<file path="config.mk">
export PLATFORM = sky130hd
export DESIGN_NAME = regfield
export DESIGN_NICKNAME = d
export VERILOG_FILES = /design/src/rtl/regfield.sv
export SDC_FILE = /design/constraint.sdc
export NUM_CORES = 1
export LEC_CHECK = 0
export BUFFER_PORTS_ARGS = -buffer_cell sky130_fd_sc_hd__buf_2
export CAP_MARGIN = 20
export CORE_ASPECT_RATIO = 0.75
export CORE_MARGIN = 4
export CORE_UTILIZATION = 38
export CTS_BUF_LIST = sky130_fd_sc_hd__clkbuf_4
export DETAILED_ROUTE_END_ITERATION = 7
export GPL_ROUTABILITY_DRIVEN = 0
export PLACE_DENSITY = 0.75
export SYNTH_ARGS = -nofsm -noshare
export SYNTH_HDL_FRONTEND = slang
export SYNTH_SLANG_ARGS = --single-unit
export TNS_END_PERCENT = 5
</file>
<file path="constraint.sdc">
create_clock -name clk -period 1.3 [get_ports clk]
set_clock_uncertainty 0.05 [all_clocks]
set_input_delay 0.26 -clock clk [delete_from_list [all_inputs] [get_ports clk]]
set_output_delay 0.26 -clock clk [all_outputs]
set_load 0.005 [all_outputs]
</file>
<file path="src/rtl/regfield.sv">
module regfield #(
  parameter int W = 8,
  parameter int WR_MODE = 0,
  parameter int RD_MODE = 0,
  parameter bit PULSE = 1'b0,
  parameter bit SW_WE_LOW = 1'b0,
  parameter bit HW_WE_LOW = 1'b0,
  parameter bit HW_PATH = 1'b1,
  parameter bit BITVEC_IS_MASK = 1'b0,
  parameter logic [W-1:0] RST_VAL = '0
) (
  input  logic         clk,
  input  logic         rst,
  input  logic         sel,
  input  logic         rd,
  input  logic         wr,
  input  logic [W-1:0] wdata,
  input  logic         sw_we,
  output logic [W-1:0] rdata,
  input  logic [W-1:0] hw_next,
  input  logic         hw_we,
  input  logic         hw_clr,
  input  logic         hw_set,
  input  logic [W-1:0] hw_bits,
  output logic [W-1:0] q,
  output logic         sw_mod,
  output logic         sw_acc,
  output logic         all_ones,
  output logic         any_one,
  output logic         parity
);
  localparam logic [W-1:0] ONES = '1;
  localparam bit RD_FX = (RD_MODE != 0) && !PULSE;

  logic         wr_go, rd_go, rd_fx, hw_go;
  logic [W-1:0] sw_val, hw_en;

  assign wr_go = sel && wr && (sw_we ^ SW_WE_LOW);
  assign rd_go = sel && rd;
  assign rd_fx = rd_go && RD_FX;
  assign hw_go = HW_PATH && (hw_we ^ HW_WE_LOW);
  assign hw_en = BITVEC_IS_MASK ? ~hw_bits : hw_bits;

  always_comb begin
    case (WR_MODE)
      1:       sw_val = q & ~wdata;
      2:       sw_val = q | wdata;
      3:       sw_val = q ^ wdata;
      4:       sw_val = q & wdata;
      5:       sw_val = q | ~wdata;
      6:       sw_val = q ^ ~wdata;
      7:       sw_val = '0;
      8:       sw_val = ONES;
      default: sw_val = wdata;
    endcase
  end

  generate
    if (PULSE) begin : g_pulse
      always_ff @(posedge clk) begin
        if (rst)        q <= RST_VAL;
        else if (wr_go) q <= wdata;
        else            q <= '0;
      end
    end else begin : g_store
      always_ff @(posedge clk) begin
        if (rst)         q <= RST_VAL;
        else if (wr_go)  q <= sw_val;
        else if (rd_fx)  q <= (RD_MODE == 1) ? '0 : ONES;
        else if (hw_clr) q <= '0;
        else if (hw_set) q <= ONES;
        else if (hw_go)  q <= (q & ~hw_en) | (hw_next & hw_en);
      end
    end
  endgenerate

  assign rdata    = rd_go ? q : '0;
  assign sw_acc   = sel && (rd || wr);
  assign sw_mod   = wr_go || rd_fx;
  assign all_ones = &q;
  assign any_one  = |q;
  assign parity   = ^q;
endmodule

</file>
==> qor.yml, run 1 <==
drv_slew: 0
synth.avg_cell_area_um2: 8.23
grt_pass1_wl_um: 3950
cts.path.max_buffers: 2
finalSetupViolCount: 7
end_kind: "output port"
p_sw_frac: 0.329
ant_nets: 0
clockPowerShare: 0.227
place_ws_ns: -0.128
synth_top_area_frac: 0.207
grt_antenna_before_repair: 0
maxCapViolations: 0
crit_cells: 5
place_area_mm2: 0.00113
yosysTopAreaCell: "dfxtp_1"
r2r_end: "q[6]"
fin_crit_ns: 1.65
synth_nets: 135
htreeDepth: 1
drt_first_pass_iters: 4
cp_slowest_cell: "dfxtp_2"
fin_util: 0.706
clock_latency_ns: 0.26
dieHeight_um: 47.1
reg_top3: "q x8"
cp_top_family: "flip-flops"
p_leak_nw: 0.665
clk_pin_slew_ns: 0.06
cts_buffers: 3
portBuffers: 53
layout_commonest_cell: "buf_2"
ys_top_cells_by_area: "dfxtp_1 21%, ha_1 13%, mux2_2 12%"
gr-total-overflow: 0
synth-seq-cells: 8
reg2regPathDepth: 5
switchingPower_mw: 0.291
critPathMaxFanout: 2
grt_pass1_vias: 876
placedCellCount: 176
pwr_density_cell_mw_per_mm2: 688
die_w_um: 60.1
initial_utilization: 0.424
intPower_mw: 0.594
synth.yosys.seq_area_share: 0.207
critical_path.endpoint: "parity"
arrival_ns: 1.34
hold_ws_ns: 0.183
worst_slew_pin_slew_ns: 0.293
hpwl_um: 1960
cp_cell_sequence: "inv_2 > ha_4 > xor2_2 > xnor2_1 > buf_2"
rsz0062_at_grt: "true"
crit_required_ns: 0.99
viasPerCell: 5.21
routed_wl_um: 2720
area_growth_pct: 66.3
cp-start-kind: "flip-flop"
top_register: "q"
grt_use_total: 0.199
cts-root-buf: "clkbuf_4"
cts_sinks: 8
vdd_drop_max_mv: 0.496
status: "complete, but fails checks"
grt_max_degree: 11
drive_gt1_frac: 0.709
syn_area_um2: 773
stdcell_count: 180
io_pins: 54
r2r_start: "q[6]"
first_iter_violations: 9
violations: "setup timing"
max_stage_delay_ns: 0.34
setup_slack_ns: -0.354
pwr-share-comb: 0.457
postLayoutCellArea_mm2: 0.00129
fmax_ghz: 0.605
dieArea_mm2: 0.00283
vias: 938
holdCritPathClass: "input port to flip-flop"
largest_reg_flops: 8
rrSetupSlack_ns: 0.09
ys_types: 24
worst-path-buf-inv: 2
std_cell_rows: 13
synth_warnings: 0
min_period_over_period: 1.27
path_class: "flip-flop to output port"
core_mm2: 0.00182
n_fill_cell: 140
num-nets-final: 201
crit_start: "q[7]"
drc_errors: 0
slew_headroom: 0.803
seqPwrFrac: 0.316
cts_tree: "built"
antenna_cells: 0
synthCells: 94
hold_violations: 0
wl_per_cell_um: 15.1
==> through the flow <==
stage          setup TNS [ns]  total power [mW]
5_1_grt                -0.952             0.930
6_report               -0.736             0.884
3_5_place_dp           -0.128             0.617
4_1_cts                -0.632             0.854
3_3_place_gp           -0.105             0.604
2_1_floorplan         -0.0133             0.456
==> how the worst min path moves through the flow <==
stage,endpoint,startpoint,cells past startpoint
after floorplan,q[0],wdata[0],2
after global placement,q[3],wdata[3],3
after detailed placement,q[6],wdata[6],3
final,q[2],wdata[2],3
after CTS,q[3],wdata[3],3
after global routing,q[7],wdata[7],3
==> power groups by stage <==
stage | logic, mW | registers (mW) | clock network [mW]
after detailed placement | 0.338 | 0.279 | 0
after CTS | 0.375 | 0.278 | 0.201
after global routing | 0.445 | 0.280 | 0.205
after global placement | 0.325 | 0.279 | 0
final | 0.404 | 0.279 | 0.201
after floorplan | 0.162 | 0.294 | 0
==> tightest hold or removal path, stage by stage <==
cell and delay, ns:
buf_2 0.10, nand2_1 0.04, a21oi_1 0.05
==> cell usage after synthesis <==
cell      number
dfxtp_1        8
a31oi_2        1
buf_6          2
a221oi_2       1
nand2_1        7
mux2_2         8
a21o_1         7
xor2_1         1
clkbuf_1       1
buf_4          1
nand2b_1       1
ha_1           8
o21ai_0        8
inv_1          8
nor3_1         8
o21a_1         1
nand4_1        1
and3_2         8
xnor2_1        2
nand2_2        1
and4_1         1
and3_1         1
a21oi_1        7
buf_2          2
==> cell type report <==
| class | instances | area, µm² | area share |
|---|---|---|---|
| Tap cell | 22 | 27.5 | 0.0214 |
| Clock buffer | 3 | 22.5 | 0.0175 |
| Inverter | 8 | 30.0 | 0.0233 |
| Timing Repair Buffer | 67 | 405 | 0.315 |
| Multi-Input combinational cell | 72 | 631 | 0.490 |
| Sequential cell | 8 | 170 | 0.132 |
==> kinds of logic after synthesis <==
logic type / after synthesis / synth area share
AND/OR/NAND/NOR: 28 / 0.207
multiplexers: 8 / 0.117
flip-flops: 8 / 0.207
XOR/XNOR: 3 / 0.0340
buffers and inverters: 14 / 0.0955
AO/OA/AOI/OAI: 25 / 0.210
adder cells (fa/ha/maj): 8 / 0.129
==> metal layers <==
layer	GRT usage	vias up	part of all wire
li1	-	463	-
met1	0.227	419	0.41
met2	0.328	48	0.47
met3	0.0412	8	0.092
met4	0.159	0	0.035
met5	0	-	0
==> what timing repair did <==
item,in CTS,in global routing
endpoints found under the setup margin,11,9
gates resized for setup,15,13
hold buffers,0,0
setup buffers,0,1
pin swaps,7,4
cloned,0,0
(Power assumes the default switching activity.)
==> inputs of run 2 (changes only) <==
Settings changed: SETUP_SLACK_MARGIN from default to 0.3.
==> run 2 against run 1 <==
Critical path type unchanged. Die area is the same. First-iteration DRC count grew 11%. Design area grew 14%. Wire length grew 4.8%. The run still ends with setup timing left. Sequential power is essentially flat. Highest routed layer unchanged. Hold slack lost 0.0019 ns. Non-clock buffer count is the same. Critical endpoint unchanged.
==> qor.yml, run 2 (synthesis gave the netlist of run 1 again) <==
status: "complete, but fails checks"
violations: "setup timing"
drv_slew: 0
rrSetupSlack_ns: 0.06
ant_nets: 0
switchingPower_mw: 0.318
arrival_ns: 1.34
r2r_start: "q[6]"
antenna_cells: 0
wl_per_cell_um: 15.9
cts_tree: "built"
hold_start: "wdata[2]"
initial_utilization: 0.424
mostFrequentLayoutCells: "38 x buf_2, 17 x buf_6, 8 x nor3_1, 8 x buf_4, 8 x dfxtp_2"
path_class: "flip-flop to output port"
grt_use_total: 0.214
top_register: "q"
grt_max_degree: 11
place_ws_ns: -0.128
setup_slack_ns: -0.346
worst-path-buf-inv: 2
gr-total-overflow: 0
end_kind: "output port"
fmax_ghz: 0.607
reg_top3: "q x8"
cts_hold_buf: 0
cts_sinks: 8
cp_slowest_cell: "dfxtp_2"
crit_cells: 5
grt_antenna_before_repair: 0
rsz0062_at_grt: "true"
slew_headroom: 0.796
p_leak_nw: 0.713
seqPwrFrac: 0.291
first_iter_violations: 10
cts-root-buf: "clkbuf_4"
hold_violations: 0
finalSetupViolCount: 7
cp_cell_sequence: "inv_2 > ha_4 > xor2_2 > xnor2_1 > buf_2"
grt_pass1_vias: 938
intPower_mw: 0.641
holdCritPathClass: "input port to flip-flop"
max_stage_delay_ns: 0.34
power_mw: 0.959
largest_reg_flops: 8
hpwl_um: 1960
clk_pin_slew_ns: 0.06
vdd_drop_max_mv: 0.482
area_growth_pct: 89.8
htreeDepth: 1
min_period_over_period: 1.27
dieHeight_um: 47.1
drive_gt1_frac: 0.791
dieArea_mm2: 0.00283
maxCapViolations: 0
critPathMaxFanout: 2
p_sw_frac: 0.332
pwr_density_cell_mw_per_mm2: 654
crit_required_ns: 0.99
place_area_mm2: 0.00113
layout_commonest_cell: "buf_2"
r2r_end: "q[6]"
clock_latency_ns: 0.26
grt_pass1_wl_um: 4310
viasPerCell: 5.35
die_w_um: 60.1
crit_start: "q[6]"
core_mm2: 0.00182
fin_util: 0.806
reg2regPathDepth: 5
critical_path.endpoint: "parity"
cp-start-kind: "flip-flop"
routed_wl_um: 2860
n_fill_cell: 110
cp_top_family: "flip-flops"
postLayoutCellArea_mm2: 0.00147
num-nets-final: 201
cts_buffers: 3
cts.path.max_buffers: 2
worst_slew_pin_slew_ns: 0.303
pwr-share-comb: 0.500
clockPowerShare: 0.209
std_cell_rows: 13
fin_crit_ns: 1.65
portBuffers: 53
drc_errors: 0
vias: 963
drt_first_pass_iters: 4
io_pins: 54
[run 2: changes by cell type in the layout (fill, tap and decap cells not counted), moves of 5 or more]
cell     delta
buf_2      -13
buf_6       +9
o21ai_0     -7
o21ai_2     +7
mux2_2      -5
mux2_4      +5
[run 2: worst min path at each step]
stage          endpoint  slack, ns  depth (start not counted)
3_5_place_dp       q[6]       0.45                          3
4_1_cts            q[2]       0.17                          3
5_1_grt            q[7]       0.20                          3
2_1_floorplan      q[0]       0.34                          2
3_3_place_gp       q[3]       0.45                          3
6_report           q[2]       0.18                          3
[run 2: stage by stage]
stage	cells	hold WS, ns	TNS (ns)
after floorplan	94	0.338	-0.0133
after CTS	179	0.174	-0.632
after global placement	176	0.450	-0.105
after detailed placement	176	0.450	-0.128
after global routing	180	0.199	-1.00
final	180	0.181	-0.783
[run 2: power groups by stage]
stage                     Combinational [mW]  Sequential (mW)  Clock [mW]
final                                  0.480            0.279       0.200
after detailed placement               0.338            0.279           0
after floorplan                        0.162            0.294           0
after CTS                              0.429            0.278       0.201
after global routing                   0.519            0.281       0.205
after global placement                 0.325            0.279           0
[run 2: layout make-up]
type	instances	area, µm²	area share
sequential	8	170	0.116
multi-input combinational	72	723	0.493
timing repair buffer	67	494	0.337
inverter	8	30.0	0.0205
tap	22	27.5	0.0188
clock buffer	3	22.5	0.0153
[run 2: routing by layer]
| metal | GRT usage | wire length [µm] | vias to the layer above |
|---|---|---|---|
| met1 | 0.245 | 1150 | 437 |
| met4 | 0.137 | 87 | 0 |
| met5 | 0 | 0 | - |
| met2 | 0.362 | 1340 | 55 |
| li1 | - | - | 462 |
| met3 | 0.0549 | 275 | 9 |
[run 2: timing repair]
action	CTS	global route
setup endpoints to repair	29	29
buffers inserted	0	1
pin swaps	17	16
resized for setup	53	21
[run 2: worst min-delay path, stage by stage]
cell and delay, ns:
buf_2 0.09, nand2_1 0.04, a21oi_1 0.05
